### config.mk
export PLATFORM = sky130hd
export DESIGN_NAME = cq_doorbell_queue
export DESIGN_NICKNAME = d
export VERILOG_FILES = /design/src/rtl/cqdq_pkg.sv /design/src/rtl/cqdq_expander.sv /design/src/rtl/cqdq_fifo.sv /design/src/rtl/cqdq_task_state.sv /design/src/rtl/cq_doorbell_queue.sv
export SDC_FILE = /design/constraint.sdc
export NUM_CORES = 1
export LEC_CHECK = 0
export BUFFER_PORTS_ARGS = -buffer_cell sky130_fd_sc_hd__buf_2
export CORE_MARGIN = 2
export CORE_UTILIZATION = 60
export DETAILED_ROUTE_END_ITERATION = 7
export GPL_TIMING_DRIVEN = 0
export PLACE_DENSITY = 0.8
export SYNTH_ARGS = -nofsm -noshare
export SYNTH_HDL_FRONTEND = slang
export SYNTH_SLANG_ARGS = --single-unit
### constraint.sdc
create_clock -name clk -period 12.7 [get_ports clk]
set_clock_uncertainty 0.15 [all_clocks]
set_input_delay 1.27 -clock clk [delete_from_list [all_inputs] [get_ports clk]]
set_output_delay 1.27 -clock clk [all_outputs]
set_load 0.1 [all_outputs]
### src/rtl/cqdq_pkg.sv
package cqdq_pkg;

  typedef enum logic [1:0] {
    SEL_DOORBELL = 2'd0,
    SEL_DONE     = 2'd1,
    SEL_CLEAR    = 2'd2,
    SEL_NONE     = 2'd3
  } reg_sel_e;

  typedef enum logic {
    EXP_IDLE = 1'b0,
    EXP_BUSY = 1'b1
  } exp_state_e;

endpackage

### src/rtl/cqdq_expander.sv
// Turns a doorbell mask into one task number per cycle, lowest first.
module cqdq_expander
  import cqdq_pkg::*;
#(
  parameter int unsigned NT = 32,
  localparam int unsigned TW = $clog2(NT)
) (
  input  logic          clk,
  input  logic          rst_n,
  input  logic          flush,
  input  logic          start,
  input  logic          hold,
  input  logic [NT-1:0] req_bits,
  output logic          push_en,
  output logic [TW-1:0] push_task,
  output logic          done
);

  exp_state_e    state_q, state_d;
  logic [NT-1:0] mask_q, mask_d;
  logic          mask_en;
  logic [NT-1:0] eff;
  logic [NT-1:0] rest;
  logic [TW-1:0] low_idx;
  logic          busy;

  assign busy = (state_q == EXP_BUSY);

  always_comb begin
    if (busy) begin
      eff = mask_q;
    end else if (start && !hold) begin
      eff = req_bits;
    end else begin
      eff = '0;
    end
  end

  always_comb begin
    low_idx = '0;
    for (int i = NT - 1; i >= 0; i--) begin
      if (eff[i]) low_idx = TW'(i);
    end
  end

  assign rest      = eff & (eff - NT'(1));
  assign push_en   = (eff != '0) && !flush;
  assign push_task = low_idx;

  always_comb begin
    if (busy) begin
      done = (rest == '0) || flush;
    end else begin
      done = start && !hold && (rest == '0);
    end
  end

  always_comb begin
    state_d = state_q;
    mask_d  = mask_q;
    mask_en = 1'b0;
    if (flush) begin
      state_d = EXP_IDLE;
      mask_d  = '0;
      mask_en = 1'b1;
    end else if (busy || (start && !hold)) begin
      mask_en = 1'b1;
      mask_d  = rest;
      state_d = (rest != '0) ? EXP_BUSY : EXP_IDLE;
    end
  end

  always_ff @(posedge clk or negedge rst_n) begin
    if (!rst_n) begin
      state_q <= EXP_IDLE;
      mask_q  <= '0;
    end else if (mask_en) begin
      state_q <= state_d;
      mask_q  <= mask_d;
    end
  end

  assert_busy_has_work_R4: assert property (@(posedge clk) disable iff (!rst_n)
    busy |-> (mask_q != '0));

endmodule

### src/rtl/cqdq_fifo.sv
// Ordered task queue; head is read combinationally.
module cqdq_fifo #(
  parameter int unsigned DEPTH = 32,
  parameter int unsigned W     = 5,
  localparam int unsigned PW   = $clog2(DEPTH),
  localparam int unsigned CW   = $clog2(DEPTH + 1)
) (
  input  logic         clk,
  input  logic         rst_n,
  input  logic         flush,
  input  logic         push,
  input  logic [W-1:0] push_data,
  input  logic         pop,
  output logic [W-1:0] head,
  output logic         empty,
  output logic         full
);

  logic [W-1:0]  mem_q [DEPTH];
  logic [PW-1:0] wr_ptr_q, wr_ptr_d;
  logic [PW-1:0] rd_ptr_q, rd_ptr_d;
  logic [CW-1:0] cnt_q, cnt_d;
  logic          do_push, do_pop;

  assign empty   = (cnt_q == '0);
  assign full    = (cnt_q == CW'(DEPTH));
  assign do_push = push && !flush;
  assign do_pop  = pop && !empty && !flush;
  assign head    = mem_q[rd_ptr_q];

  function automatic logic [PW-1:0] ptr_inc(input logic [PW-1:0] p);
    if (p == PW'(DEPTH - 1)) return '0;
    return p + PW'(1);
  endfunction

  always_comb begin
    wr_ptr_d = wr_ptr_q;
    rd_ptr_d = rd_ptr_q;
    cnt_d    = cnt_q;
    if (flush) begin
      wr_ptr_d = '0;
      rd_ptr_d = '0;
      cnt_d    = '0;
    end else begin
      if (do_push) wr_ptr_d = ptr_inc(wr_ptr_q);
      if (do_pop)  rd_ptr_d = ptr_inc(rd_ptr_q);
      case ({do_push, do_pop})
        2'b10:   cnt_d = cnt_q + CW'(1);
        2'b01:   cnt_d = cnt_q - CW'(1);
        default: cnt_d = cnt_q;
      endcase
    end
  end

  always_ff @(posedge clk or negedge rst_n) begin
    if (!rst_n) begin
      wr_ptr_q <= '0;
      rd_ptr_q <= '0;
      cnt_q    <= '0;
    end else begin
      wr_ptr_q <= wr_ptr_d;
      rd_ptr_q <= rd_ptr_d;
      cnt_q    <= cnt_d;
    end
  end

  generate
    for (genvar g = 0; g < DEPTH; g++) begin : g_slot
      always_ff @(posedge clk or negedge rst_n) begin
        if (!rst_n) begin
          mem_q[g] <= '0;
        end else if (do_push && (wr_ptr_q == PW'(g))) begin
          mem_q[g] <= push_data;
        end
      end
    end
  endgenerate

  assert_no_overflow_R5: assert property (@(posedge clk) disable iff (!rst_n)
    push |-> (!full || flush));

  assert_no_underflow_R3: assert property (@(posedge clk) disable iff (!rst_n)
    (cnt_q == '0) |=> (cnt_q <= CW'(1)));

endmodule

### src/rtl/cqdq_task_state.sv
// Per-task doorbell, in-queue, completion and clear state.
module cqdq_task_state #(
  parameter int unsigned NT = 32,
  localparam int unsigned TW = $clog2(NT)
) (
  input  logic          clk,
  input  logic          rst_n,
  input  logic          engine_en,
  input  logic          push_en,
  input  logic [TW-1:0] push_task,
  input  logic          pop_en,
  input  logic [TW-1:0] pop_task,
  input  logic          cmpl_valid,
  input  logic [TW-1:0] cmpl_task,
  input  logic          done_wr_en,
  input  logic [NT-1:0] done_wr_bits,
  input  logic          clr_wr_en,
  input  logic [NT-1:0] clr_wr_bits,
  input  logic          clr_ack,
  output logic [NT-1:0] db_q,
  output logic [NT-1:0] inq_q,
  output logic [NT-1:0] done_q,
  output logic [NT-1:0] clr_q
);

  logic [NT-1:0] db_d, inq_d, done_d, clr_d;
  logic [TW-1:0] clr_task;
  logic          clr_dispatched;
  logic          clr_fire;
  logic [NT-1:0] clr_pick;
  logic          cmpl_live;

  always_comb begin
    clr_task = '0;
    for (int i = NT - 1; i >= 0; i--) begin
      if (clr_q[i]) clr_task = TW'(i);
    end
  end

  always_comb begin
    clr_pick = '0;
    for (int i = NT - 1; i >= 0; i--) begin
      if (clr_wr_bits[i]) clr_pick = NT'(1) << i;
    end
  end

  assign clr_dispatched = db_q[clr_task] && !inq_q[clr_task];
  assign clr_fire       = (clr_q != '0) && (!clr_dispatched || clr_ack);
  assign cmpl_live      = cmpl_valid && db_q[cmpl_task];

  always_comb begin
    db_d  = db_q;
    inq_d = inq_q;
    clr_d = clr_q;
    if (!engine_en) begin
      db_d  = '0;
      inq_d = '0;
      clr_d = '0;
    end else begin
      if (push_en) begin
        db_d[push_task]  = 1'b1;
        inq_d[push_task] = 1'b1;
      end
      if (pop_en)    inq_d[pop_task] = 1'b0;
      if (cmpl_live) db_d[cmpl_task] = 1'b0;
      if (clr_fire) begin
        db_d[clr_task] = 1'b0;
        clr_d          = '0;
      end else if (clr_wr_en && (clr_q == '0)) begin
        clr_d = clr_pick;
      end
    end
  end

  always_comb begin
    done_d = done_q;
    if (done_wr_en) done_d = done_d & ~done_wr_bits;
    if (cmpl_live)  done_d[cmpl_task] = 1'b1;
  end

  always_ff @(posedge clk or negedge rst_n) begin
    if (!rst_n) begin
      db_q   <= '0;
      inq_q  <= '0;
      done_q <= '0;
      clr_q  <= '0;
    end else begin
      db_q   <= db_d;
      inq_q  <= inq_d;
      done_q <= done_d;
      clr_q  <= clr_d;
    end
  end

  assert_single_clear_R9: assert property (@(posedge clk) disable iff (!rst_n)
    $onehot0(clr_q));

  assert_no_requeue_R5: assert property (@(posedge clk) disable iff (!rst_n)
    push_en |-> (!db_q[push_task] && !inq_q[push_task]));

  assert_disable_flush_R10: assert property (@(posedge clk) disable iff (!rst_n)
    !engine_en |=> (db_q == '0) && (inq_q == '0) && (clr_q == '0));

  assert_clear_waits_ack_R8: assert property (@(posedge clk) disable iff (!rst_n)
    ((clr_q != '0) && clr_dispatched && !clr_ack && engine_en) |=> (clr_q == $past(clr_q)));

endmodule

### src/rtl/cq_doorbell_queue.sv
module cq_doorbell_queue
  import cqdq_pkg::*;
#(
  parameter int unsigned NT = 32,
  localparam int unsigned TW = $clog2(NT)
) (
  input  logic          clk,
  input  logic          rst_n,
  input  logic          engine_en,
  input  logic          wr_valid,
  input  logic [1:0]    wr_sel,
  input  logic [NT-1:0] wr_data,
  output logic          wr_ready,
  output logic          disp_valid,
  output logic [TW-1:0] disp_task,
  input  logic          disp_ready,
  input  logic          cmpl_valid,
  input  logic [TW-1:0] cmpl_task,
  input  logic          clr_ack,
  output logic [NT-1:0] db_bits,
  output logic [NT-1:0] done_bits,
  output logic [NT-1:0] clr_bits
);

  reg_sel_e      sel;
  logic [NT-1:0] db_q, inq_q, done_q, clr_q;
  logic          exp_start, exp_hold, exp_done;
  logic [NT-1:0] exp_req;
  logic          push_en;
  logic [TW-1:0] push_task;
  logic [TW-1:0] head;
  logic          q_empty, q_full;
  logic          head_live;
  logic          pop_en;

  assign sel = reg_sel_e'(wr_sel);

  // Doorbell expansion: only tasks neither rung nor still queued.
  assign exp_start = wr_valid && (sel == SEL_DOORBELL);
  assign exp_hold  = engine_en && ((wr_data & inq_q & ~db_q) != '0);
  assign exp_req   = engine_en ? (wr_data & ~db_q & ~inq_q) : '0;

  cqdq_expander #(.NT(NT)) u_expander (
    .clk       (clk),
    .rst_n     (rst_n),
    .flush     (!engine_en),
    .start     (exp_start),
    .hold      (exp_hold),
    .req_bits  (exp_req),
    .push_en   (push_en),
    .push_task (push_task),
    .done      (exp_done)
  );

  cqdq_fifo #(.DEPTH(NT), .W(TW)) u_fifo (
    .clk       (clk),
    .rst_n     (rst_n),
    .flush     (!engine_en),
    .push      (push_en),
    .push_data (push_task),
    .pop       (pop_en),
    .head      (head),
    .empty     (q_empty),
    .full      (q_full)
  );

  // Head entries of cleared tasks are dropped without a handshake.
  assign head_live  = db_q[head];
  assign disp_valid = engine_en && !q_empty && head_live;
  assign disp_task  = head;
  assign pop_en     = engine_en && !q_empty && (!head_live || disp_ready);

  cqdq_task_state #(.NT(NT)) u_state (
    .clk          (clk),
    .rst_n        (rst_n),
    .engine_en    (engine_en),
    .push_en      (push_en),
    .push_task    (push_task),
    .pop_en       (pop_en),
    .pop_task     (head),
    .cmpl_valid   (cmpl_valid),
    .cmpl_task    (cmpl_task),
    .done_wr_en   (wr_valid && (sel == SEL_DONE)),
    .done_wr_bits (wr_data),
    .clr_wr_en    (wr_valid && (sel == SEL_CLEAR)),
    .clr_wr_bits  (wr_data),
    .clr_ack      (clr_ack),
    .db_q         (db_q),
    .inq_q        (inq_q),
    .done_q       (done_q),
    .clr_q        (clr_q)
  );

  assign wr_ready  = (sel == SEL_DOORBELL) ? exp_done : 1'b1;
  assign db_bits   = db_q;
  assign done_bits = done_q;
  assign clr_bits  = clr_q;

  assert_hold_stable_R11: assert property (@(posedge clk) disable iff (!rst_n)
    ($past(disp_valid && !disp_ready && (clr_q == '0) && !cmpl_valid && engine_en) && engine_en)
      |-> (disp_valid && $stable(disp_task)));

  assert_queue_not_full_on_push_R5: assert property (@(posedge clk) disable iff (!rst_n)
    q_full |-> !push_en);

endmodule

# Yosys cells after proc, flatten, opt, wreduce, memory -nomap -nowiden
# Cells that the tools add are included.
classes:
  addsub: 5
  order_cmp: 9
  eq_ne: 41
  muxes: 158
  bitwise_logic: 19
  reduce_logical: 73
ops:
  columns: ["operator", "count"]
  rows:
  - ["2-to-1 mux 32 bit", 52]
  - ["2-to-1 mux 5 bit", 74]
  - ["bitwise AND 32 bit", 9]
  - ["inverter 32 bit", 6]
  - ["nonzero test 32 bit", 4]
  - ["OR 32 bit", 3]
  - ["== test 5 bit (second input constant)", 17]
  - ["zero test 32 bit", 2]
  - ["logical AND 1 bit", 53]
  - ["== test 5 x 4 -> 1 bit (second input constant)", 8]
  - ["subtractor 32 x 1 -> 32 bit (second input constant)", 1]
  - ["binary-select mux 5 bit (select 5 bit)", 1]
  - ["less-than comparator 5 x 6 -> 1 bit (second input constant)", 4]
  - ["2-to-1 mux 1 bit", 21]
  - ["binary-select mux 1 bit (select 5 bit)", 4]
  - ["demux 1 bit (select 5 bit)", 4]
  - ["== test 5 x 3 -> 1 bit (second input constant)", 4]
  - [">= comparator 5 x 1 -> 1 bit (second input constant)", 4]
  - ["one-hot mux 6 bit (2 select lines)", 1]
  - ["adder 5 x 1 -> 5 bit (second input constant)", 2]
  - ["== test 5 x 2 -> 1 bit (second input constant)", 2]
  - ["adder 6 x 1 -> 6 bit (second input constant)", 1]
  - [">= comparator 6 bit (second input constant)", 1]
  - ["zero test 1 bit", 6]
  - ["13 further kinds", 21]
word_totals:
  regBits: 337
  inputBits: 46
  out_inout_bits: 103
  word_cells: 346

# Longest topological paths before layout
# Gate-level depths: netlist of run 1.
depth:
  word_depth: 53
  mapped_depth: 24
  ltp_nobuf: 20

# By module
# Synthesis of run 1 repeated with hierarchy kept, for this count alone.
hier_totals:
  cells_unflattened: 1856
  area_unflattened_um2: 19217.2
by_module_without_submodules:
  columns: ["module", "instances", "cells_per_inst", "area_per_inst_um2", "seq_area_each_um2"]
  rows:
  - ["cqdq_fifo", 1, 633, 8440.6, 4404.2]
  - ["cqdq_task_state", 1, 746, 7113.1, 3203.1]
  - ["cqdq_expander", 1, 348, 2671.3, 800.8]
  - ["cq_doorbell_queue", 1, 129, 992.2, 0.0]

# Worst setup path after synthesis of run 1
# No wires, ideal clock.
synth_path:
  kind: "input to output"
  startpoint: "input port wr_data[1]"
  endpoint: "output port wr_ready"
  arrival_ns: 5.721
  t_required_ns: 11.280
  setup_slack_ns: 5.559
  stages: 10
  path_buffers: 1
  cell_sequence: "nor3b_1 -> nor4_1 -> nand2_1 -> a21o_1 -> clkbuf_1 -> or4_1 -> o31ai_1 -> and4b_1 -> a32oi_1 -> o21ai_0"
synth_between:
  elab_chain_len: 14
  word_cells_on_any_way: 18
  classes_between: "1 x add/sub; 5 x mux; 5 x bitwise; 7 x reduce/logical"
synth_rtl:
  columns: ["element", "line", "text"]
  rows:
  - ["start, declared", "cq_doorbell_queue.sv:12", "input logic [NT-1:0] wr_data,"]
  - ["bitwise AND 32 bit (2 in a row)", "cq_doorbell_queue.sv:40", "assign exp_hold = engine_en && ((wr_data & inq_q & ~db_q) != '0);"]
  - ["nonzero test 32 bit", "cq_doorbell_queue.sv:40", null]
  - ["logical AND 1 bit", "cq_doorbell_queue.sv:40", null]
  - ["zero test 1 bit", "cqdq_expander.sv:32, cqdq_expander.sv:54", null]
  - ["logical AND 1 bit", "cqdq_expander.sv:32, cqdq_expander.sv:54", null]
  - ["2-to-1 mux 32 bit", "cqdq_expander.sv:32", "end else if (start && !hold) begin"]
  - ["2-to-1 mux 32 bit", "cqdq_expander.sv:30", "if (busy) begin"]
  - ["subtractor 32 x 1 -> 32 bit", "cqdq_expander.sv:46", "assign rest = eff & (eff - NT'(1));"]
  - ["bitwise AND 32 bit", "cqdq_expander.sv:46", null]
  - ["zero test 32 bit", "cqdq_expander.sv:52, cqdq_expander.sv:54", null]
  - ["logical AND 1 bit or logical OR 1 bit (tied branches)", "cqdq_expander.sv:54, cqdq_expander.sv:52", null]
  - ["2-to-1 mux 1 bit (*)", "cqdq_expander.sv:51", "if (busy) begin"]
  - ["2-to-1 mux 1 bit (*)", "cq_doorbell_queue.sv:94", "assign wr_ready = (sel == SEL_DOORBELL) ? exp_done : 1'b1;"]
  - ["end, declared", "cq_doorbell_queue.sv:13", "output logic wr_ready,"]
# Mark *: on every way between the ends. The rest lies on a longest branch, timed or not.

# Worst setup path in the final report of run 1
layout_path:
  startpoint: "input port wr_data[24]"
  endpoint: "output port wr_ready"
# Same word-level chain as after synthesis.

==> metrics.md, run 1 <==
| Metric | Value |
|---|---|
| R2R setup slack | `6370 ps` |
| Setup repair bufs after CTS | `0` |
| CP required | `11280 ps` |
| CP max stage delay | `570 ps` |
| Pwr dens | `148 nW/µm²` |
| Max cap viols | `0` |
| Logic gate share of total power | `0.306` |
| Total Die Area | `33900 µm²` |
| Slew Limit Fails | `0` |
| Clock Latency Late Sink | `550 ps` |
| Status | `completed` |
| Register area share after synthesis | `0.432` |
| Global-route wire length before repair | `115000 µm` |
| Final Critical Period | `7720 ps` |
| Layout area overhead | `13.5%` |
| Residual DRC | `0` |
| Total Wirelength | `77500 µm` |
| Multi-input logic area | `10500 µm²` |
| Asr flop ratio synth | `1.00` |
| Max Clock Freq | `129 MHz` |
| Distinct cells, synth | `92` |
| Worst vdd ir | `0.133 mV` |
| First-pass DRT Iterations | `6` |
| Setup WS post-layout | `4980 ps` |
| Grt ovf | `0` |
| Met2 routed WL | `33100 µm` |
| Most frequent cells after synthesis | `336 x dfrtp_1, 208 x nand2_1, 165 x nor2_1, 160 x mux2_2, 131 x a21oi_1` |
| Clock transition at the registers of the reported paths | `60 ps` |
| Dpl ws | `5190 ps` |
| Top-count cell post-synth | `dfrtp_1` |
| Endpoint class of the critical path | `output pin` |
| Rows | `65` |
| Initial Utilization | `0.612` |
| Pin count of the biggest net entering global routing | `118` |
| I/O Buffers | `147` |
| Leak | `0.00984 µW` |
| M1 wire length | `28200 µm` |
| Die Y | `184 µm` |
| CP max FO | `10` |
| Via Count | `19053` |
| Synth Area per Inst | `9.82 µm²` |
| Clock Root Buffer | `clkbuf_16` |
| Post_cts resized | `0` |
| HPWL after detailed placement | `56700 µm` |
| Register bit total from synthesis | `336` |
| P_sw | `1210 µW` |
| Critical path class | `input pin to output pin` |
| Antenna fix cells | `0` |
| Setup TNS | `0 ps` |
| Post-synth top area cell | `dfrtp_1` |
| CP max-delay cell | `clkbuf_1` |
| Initial antenna violation count | `1` |
| DR top layer | `met5` |
| Synth top area share | `0.432` |
| Total power draw | `3260 µW` |
| Switching part of the total | `0.370` |
| Max H-tree Level | `2` |
| Synthesized instance count | `1983` |
| RSZ-0062 raised after global routing | `false` |
| Least-Margin Pin Slew | `1310 ps` |
| Hold violation count in the final report | `0` |
| Drt wl/cell | `29.5 µm` |
| WL met3 | `9860 µm` |
| Syn Nets | `2042` |
| Hold buffers post-CTS | `0` |
| Nets | `2230` |
| CTS tree | `done` |
| FF/Latch Area | `8410 µm²` |
| Sequential Power Share | `0.348` |
| Num CTS Buffers | `36` |
| Vias/cell | `7.24` |
| Post-synth EDFFs | `0` |
| Ranking of synthesized cells by area | `dfrtp_1 43%, mux2_2 9.3%, nand2_1 4.0%` |
| Final period utilization | `0.608` |
| Final setup fails | `0` |
| Final ANT Viol Nets | `0` |
| CTS sink cnt | `336` |
| Tot GR Track Use | `0.459` |
| Fillers | `2465` |
| # IOs | `149` |
| Arr. time, crit path | `6300 ps` |
| Core Region | `31800 µm²` |
| Setup crit start kind | `input pin` |
| YS warnings | `0` |
| Most used DFF post-synth | `dfrtp_1` |
| Initial DRC Count | `3002` |
| CP most frequent cell | `buf_2` |
| Worst-path cell chain | `buf_2 -> nor2b_1 -> a32o_1 -> nor4_1 -> nand3_1 -> buf_2 -> buf_6 -> clkbuf_1 -> clkbuf_1 -> o21ai_0 -> nand2_1 -> nand4_1 -> nor4_1 -> a32oi_1 -> o21ai_0 -> buf_2` |
| Share of layout cells above drive strength 1 | `0.216` |
| HP Class | `register to register` |
| Power share of the clock group | `0.347` |
| P_int | `2060 µW` |
| Rel. slew slack | `0.119` |
| Number of global-route vias before repair | `18438` |
| Max clock buf depth | `3` |
| Die extent in x | `184 µm` |
| Syn Std Cell Area | `19500 µm²` |
| RePlAce Congestion | `1.12` |
worst max-delay path, delay by kind of cell:
family          cells  cell delay [ps]
compound gates      4              950
buf+inv             6             2240
simple gates        6             1820
area by class of cell:
cell class	instances	area share
Inverter	27	0.00470
Clock inverter	20	0.0124
Tap cell	435	0.0246
Clock buffer	44	0.0444
Buffer	110	0.0225
Timing Repair Buffer	150	0.0375
Sequential cell	336	0.380
Multi-Input combinational cell	1510	0.473
final timing paths:
kind	startpoint	to	cells after the start
max in group asynchronous	rst_n	u_fifo.mem_q[59]$_DFFE_PN0P_	3
max reg2reg	u_fifo.rd_ptr_q[1]$_DFFE_PN0P_	u_fifo.cnt_q[5]$_DFFE_PN0P_	23
min in group asynchronous	rst_n	u_expander.mask_q[20]$_DFFE_PN0P_	1
min	u_state.done_q[25]$_DFF_PN0_	u_state.done_q[25]$_DFF_PN0_	1
max	wr_data[24]	wr_ready	16
min reg2reg	u_state.done_q[25]$_DFF_PN0_	u_state.done_q[25]$_DFF_PN0_	1
power groups by stage:
| stage | logic, µW | clock network (µW) | registers, µW |
|---|---|---|---|
| after CTS | 961 | 1130 | 1130 |
| after floorplan | 655 | 0 | 1160 |
| final | 998 | 1130 | 1130 |
| after global routing | 1040 | 1180 | 1140 |
| after global placement | 940 | 0 | 1150 |
| after detailed placement | 958 | 0 | 1150 |
flip-flops by register name (all words and copies together), names as in the netlist:
signal and cells:
u_fifo.cnt_q 6, u_state.clr_q 32, u_expander.mask_q 31, u_state.inq_q 32, u_fifo.mem_q 160, u_state.db_q 32, u_fifo.wr_ptr_q 5, u_state.done_q 32
u_fifo.rd_ptr_q 5, u_expander.busy 1
logic make-up after synthesis:
family / after synthesis / synth area share
xor+xnor: 3 / 0.00135
mux: 260 / 0.163
buf+inv: 137 / 0.0309
flops: 336 / 0.432
compound gates: 507 / 0.173
simple gates: 727 / 0.191
fa+ha+maj: 13 / 0.00874
placed cells by master (no fill, tap or decap), drive strengths merged, types with 21 or more instances in the layout:
cell type	synthesis	layout
a211oi	28	28
a21o	21	21
a21oi	133	133
a22oi	40	40
a311oi	24	24
buf	32	182
clkbuf	78	122
dfrtp	336	336
inv	27	30
mux2	161	161
mux2i	69	69
mux4	30	30
nand2	208	208
nand3	54	54
nand3b	38	38
nor2	174	174
nor2b	22	22
nor3	46	46
nor3b	40	40
nor4	27	27
o21ai	120	120
per-layer routing:
layer / vias to the layer above / global-route usage
li1: 7806 / -
met1: 9192 / 0.595
met2: 1600 / 0.683
met3: 453 / 0.120
met4: 2 / 0.302
met5: - / 0
per-stage QoR:
step | hold slack, ps | std cells | util | cell area (µm²)
2_1_floorplan | 295 | 1983 | - | 19500
3_3_place_gp | 310 | 2565 | 0.653 | 20800
3_5_place_dp | 317 | 2568 | 0.656 | 20800
4_1_cts | 326 | 2632 | 0.695 | 22100
5_1_grt | 329 | 2632 | 0.695 | 22100
6_report | 326 | 2632 | 0.695 | 22100
Power figures use the tool's default switching activity.
==> inputs of run 2 (changes only) <==
clock period = 7.82 ns   (was 12.7 ns; I/O delays follow)
==> run 2 against run 1 <==
Compared with the run above: the flow now finishes with violations (negative hold slack); final area unchanged; critical path type is now register to output pin; worst setup slack worse by 4100 ps; first-iteration DRC count about the same; count of clock-buffer cells in the layout unchanged; core utilization unchanged; clock power up 63%.
==> metrics.md, run 2 (synthesis results as in run 1) <==
| Metric | Value |
|---|---|
| Worst vdd ir | `0.218 mV (+64%)` |
| Layout area overhead | `13.5% (unchanged)` |
| Max Clock Freq | `143 MHz` |
| CP max FO | `10 (unchanged)` |
| Hold violation count in the final report | `3 (+3)` |
| First-pass DRT Iterations | `6 (unchanged)` |
| Final setup fails | `0 (unchanged)` |
| Clock Latency Late Sink | `540 ps (about the same)` |
| FF/Latch Area | `8410 µm² (unchanged)` |
| Final Critical Period | `6980 ps` |
| Hold buffers post-CTS | `0 (unchanged)` |
| Dpl ws | `1290 ps (-3900 ps)` |
| Arr. time, crit path | `6050 ps (-250 ps)` |
| Setup WS post-layout | `842 ps (-4130 ps)` |
| Top cell family by delay on the critical path | `buffers and inverters` |
| Vias/cell | `7.28 (+0.54%)` |
| Die Y | `184 µm (unchanged)` |
| Pwr dens | `240 nW/µm² (+62%)` |
| Hold WS | `-7.29 ps (-333 ps)` |
| Drt wl/cell | `29.5 µm (about the same)` |
| CP max stage delay | `580 ps (about the same)` |
| CTS tree | `done` |
| HPWL after detailed placement | `56700 µm (unchanged)` |
| Total Die Area | `33900 µm² (unchanged)` |
| Nets | `2230 (unchanged)` |
| Max clock buf depth | `3 (unchanged)` |
| Reg-to-reg endpoint | `u_fifo.cnt_q[5]$_DFFE_PN0P_` |
| Endpoint class of the critical path | `output pin` |
| Multi-input logic area | `10500 µm² (unchanged)` |
| Initial Utilization | `0.612 (unchanged)` |
| RePlAce Congestion | `1.12 (unchanged)` |
| Setup crit start kind | `register` |
| R2R setup slack | `1530 ps (-4840 ps)` |
| Setup repair bufs after CTS | `0 (unchanged)` |
| Max H-tree Level | `2 (unchanged)` |
| WP depth | `15 (-1)` |
| Finished Cell Area | `22100 µm² (unchanged)` |
| Critical path class | `register to output pin` |
| Initial antenna violation count | `1 (unchanged)` |
| HP Class | `input pin to asynchronous set/reset pin` |
| I/O Buffers | `147 (unchanged)` |
| Top reg by flops | `u_fifo.mem_q` |
| Number of global-route vias before repair | `18453 (+0.081%)` |
| Total Wirelength | `77600 µm (about the same)` |
| Setup TNS | `0 ps (unchanged)` |
| Crit path capture | `wr_ready` |
| Final period utilization | `0.892` |
| Post-DP Area | `20800 µm² (unchanged)` |
| Initial DRC Count | `2999 (-0.10%)` |
| Commonest non-fill, non-tap cell in the layout | `dfrtp_1` |
| Tot GR Track Use | `0.459 (about the same)` |
| Rel. slew slack | `0.125 (+0.00608)` |
| Num CTS Buffers | `36 (unchanged)` |
| Share of layout cells above drive strength 1 | `0.216 (unchanged)` |
| Max FFs per register | `160 (unchanged)` |
| Slew Limit Fails | `0 (unchanged)` |
| Grt ovf | `0 (unchanged)` |
| Core Region | `31800 µm² (unchanged)` |
| Die extent in x | `184 µm (unchanged)` |
| CTS sink cnt | `336 (unchanged)` |
| # IOs | `149 (unchanged)` |
| Worst-path cell chain | `nor2b_1 -> a32o_1 -> nor4_1 -> nand3_1 -> buf_2 -> buf_6 -> clkbuf_1 -> clkbuf_1 -> o21ai_0 -> nand2_1 -> nand4_1 -> nor4_1 -> a32oi_1 -> o21ai_0 -> buf_2` |
| Antenna fix cells | `0 (unchanged)` |
| Residual DRC | `0 (unchanged)` |
| Commonest cells after routing, fill and taps aside | `336 x dfrtp_1, 208 x nand2_1, 165 x buf_2, 165 x nor2_1, 160 x mux2_2` |
| Clock transition at the registers of the reported paths | `60 ps (about the same)` |
| Pin count of the biggest net entering global routing | `118 (unchanged)` |
| Global-route wire length before repair | `115000 µm (about the same)` |
| CP Launch Point | `u_state.db_q[24]$_DFF_PN0_` |
| Leak | `0.00984 µW (unchanged)` |
| Reg-to-Reg Start | `u_fifo.rd_ptr_q[1]$_DFFE_PN0P_` |
| Status | `complete, but fails checks` |
| Final ANT Viol Nets | `0 (unchanged)` |
| Max cap viols | `0 (unchanged)` |
| Failing checks | `negative hold slack` |
| RSZ-0062 raised after global routing | `false` |
| CP required | `6890 ps (-4390 ps)` |
| Critical path buffers and inverters | `5 (-1)` |
| Post_cts resized | `0 (unchanged)` |
| Least-Margin Pin Slew | `1310 ps (-1.86 ps)` |
| Via Count | `19155 (+0.54%)` |
| Fillers | `2465 (unchanged)` |
| R2R cell count | `23 (unchanged)` |
| CP max-delay cell | `clkbuf_1` |
| Rows | `65 (unchanged)` |
| Clock Root Buffer | `clkbuf_16` |
[run 2: cell counts in the layout (fill, tap and decap cells not counted)]
Identical to the previous run, type by type.
[run 2: worst min path at each step]
stage / startpoint / to / slack [ps] / cells past startpoint
4_1_cts: rst_n / u_expander.mask_q[20]$_DFFE_PN0P_ / 20 / 1
5_1_grt: rst_n / u_expander.mask_q[20]$_DFFE_PN0P_ / 40 / 1
2_1_floorplan: u_fifo.mem_q[0]$_DFFE_PN0P_ / u_fifo.mem_q[0]$_DFFE_PN0P_ / 290 / 2
3_5_place_dp: u_state.done_q[4]$_DFF_PN0_ / u_state.done_q[4]$_DFF_PN0_ / 320 / 1
3_3_place_gp: u_state.done_q[24]$_DFF_PN0_ / u_state.done_q[24]$_DFF_PN0_ / 310 / 1
6_report: rst_n / u_expander.mask_q[20]$_DFFE_PN0P_ / -7 / 1
[run 2: worst reg2reg max path, stage by stage (launching register included)]
cell and delay, ps:
dfrtp_1 340, buf_2 270, buf_4 310, buf_4 330, mux2i_1 500, nand2_1 110
nand3_1 90, nand4_1 240, buf_2 310, mux2i_1 210, a221oi_2 90, a22o_1 260
a211o_4 320, a21oi_2 450, buf_2 350, and2_1 310, ha_1 270, a21o_1 180
a21oi_1 250, nor2b_1 70, o21ai_0 240, nand3_1 110, mux2i_1 210, mux2i_1 230
[run 2: power breakdown]
| group | internal (µW) | switching, µW | total (µW) |
|---|---|---|---|
| clock network | 1070 | 766 | 1840 |
| logic | 474 | 1140 | 1620 |
| registers | 1790 | 53.2 | 1840 |
| total | 3340 | 1960 | 5300 |
[run 2: routing by layer]
layer | vias up | track usage | share of wire | routed length (µm)
met5 | - | 0 | 0.00018 | 14
met4 | 2 | 0.301 | 0.082 | 6380
met3 | 454 | 0.120 | 0.14 | 10500
met2 | 1707 | 0.684 | 0.43 | 33200
met1 | 9172 | 0.594 | 0.35 | 27500
li1 | 7820 | - | - | -
[run 2: final cells by class]
cell class | count | area share
buffer | 110 | 0.0225
clock buffer | 44 | 0.0444
clock inverter | 20 | 0.0124
inverter | 27 | 0.00470
multi-input combinational | 1510 | 0.473
sequential | 336 | 0.380
tap | 435 | 0.0246
timing repair buffer | 150 | 0.0375
[run 2: stage by stage]
step	utilization	total power [µW]	hold slack [ps]	instances
CTS	0.695	5230	22.3	2632
floorplan	-	2940	295	1983
finish	0.695	5300	-7.29	2632
detailed placement	0.656	3420	317	2568
global placement	0.653	3390	310	2565
global route	0.695	5450	37.7	2632
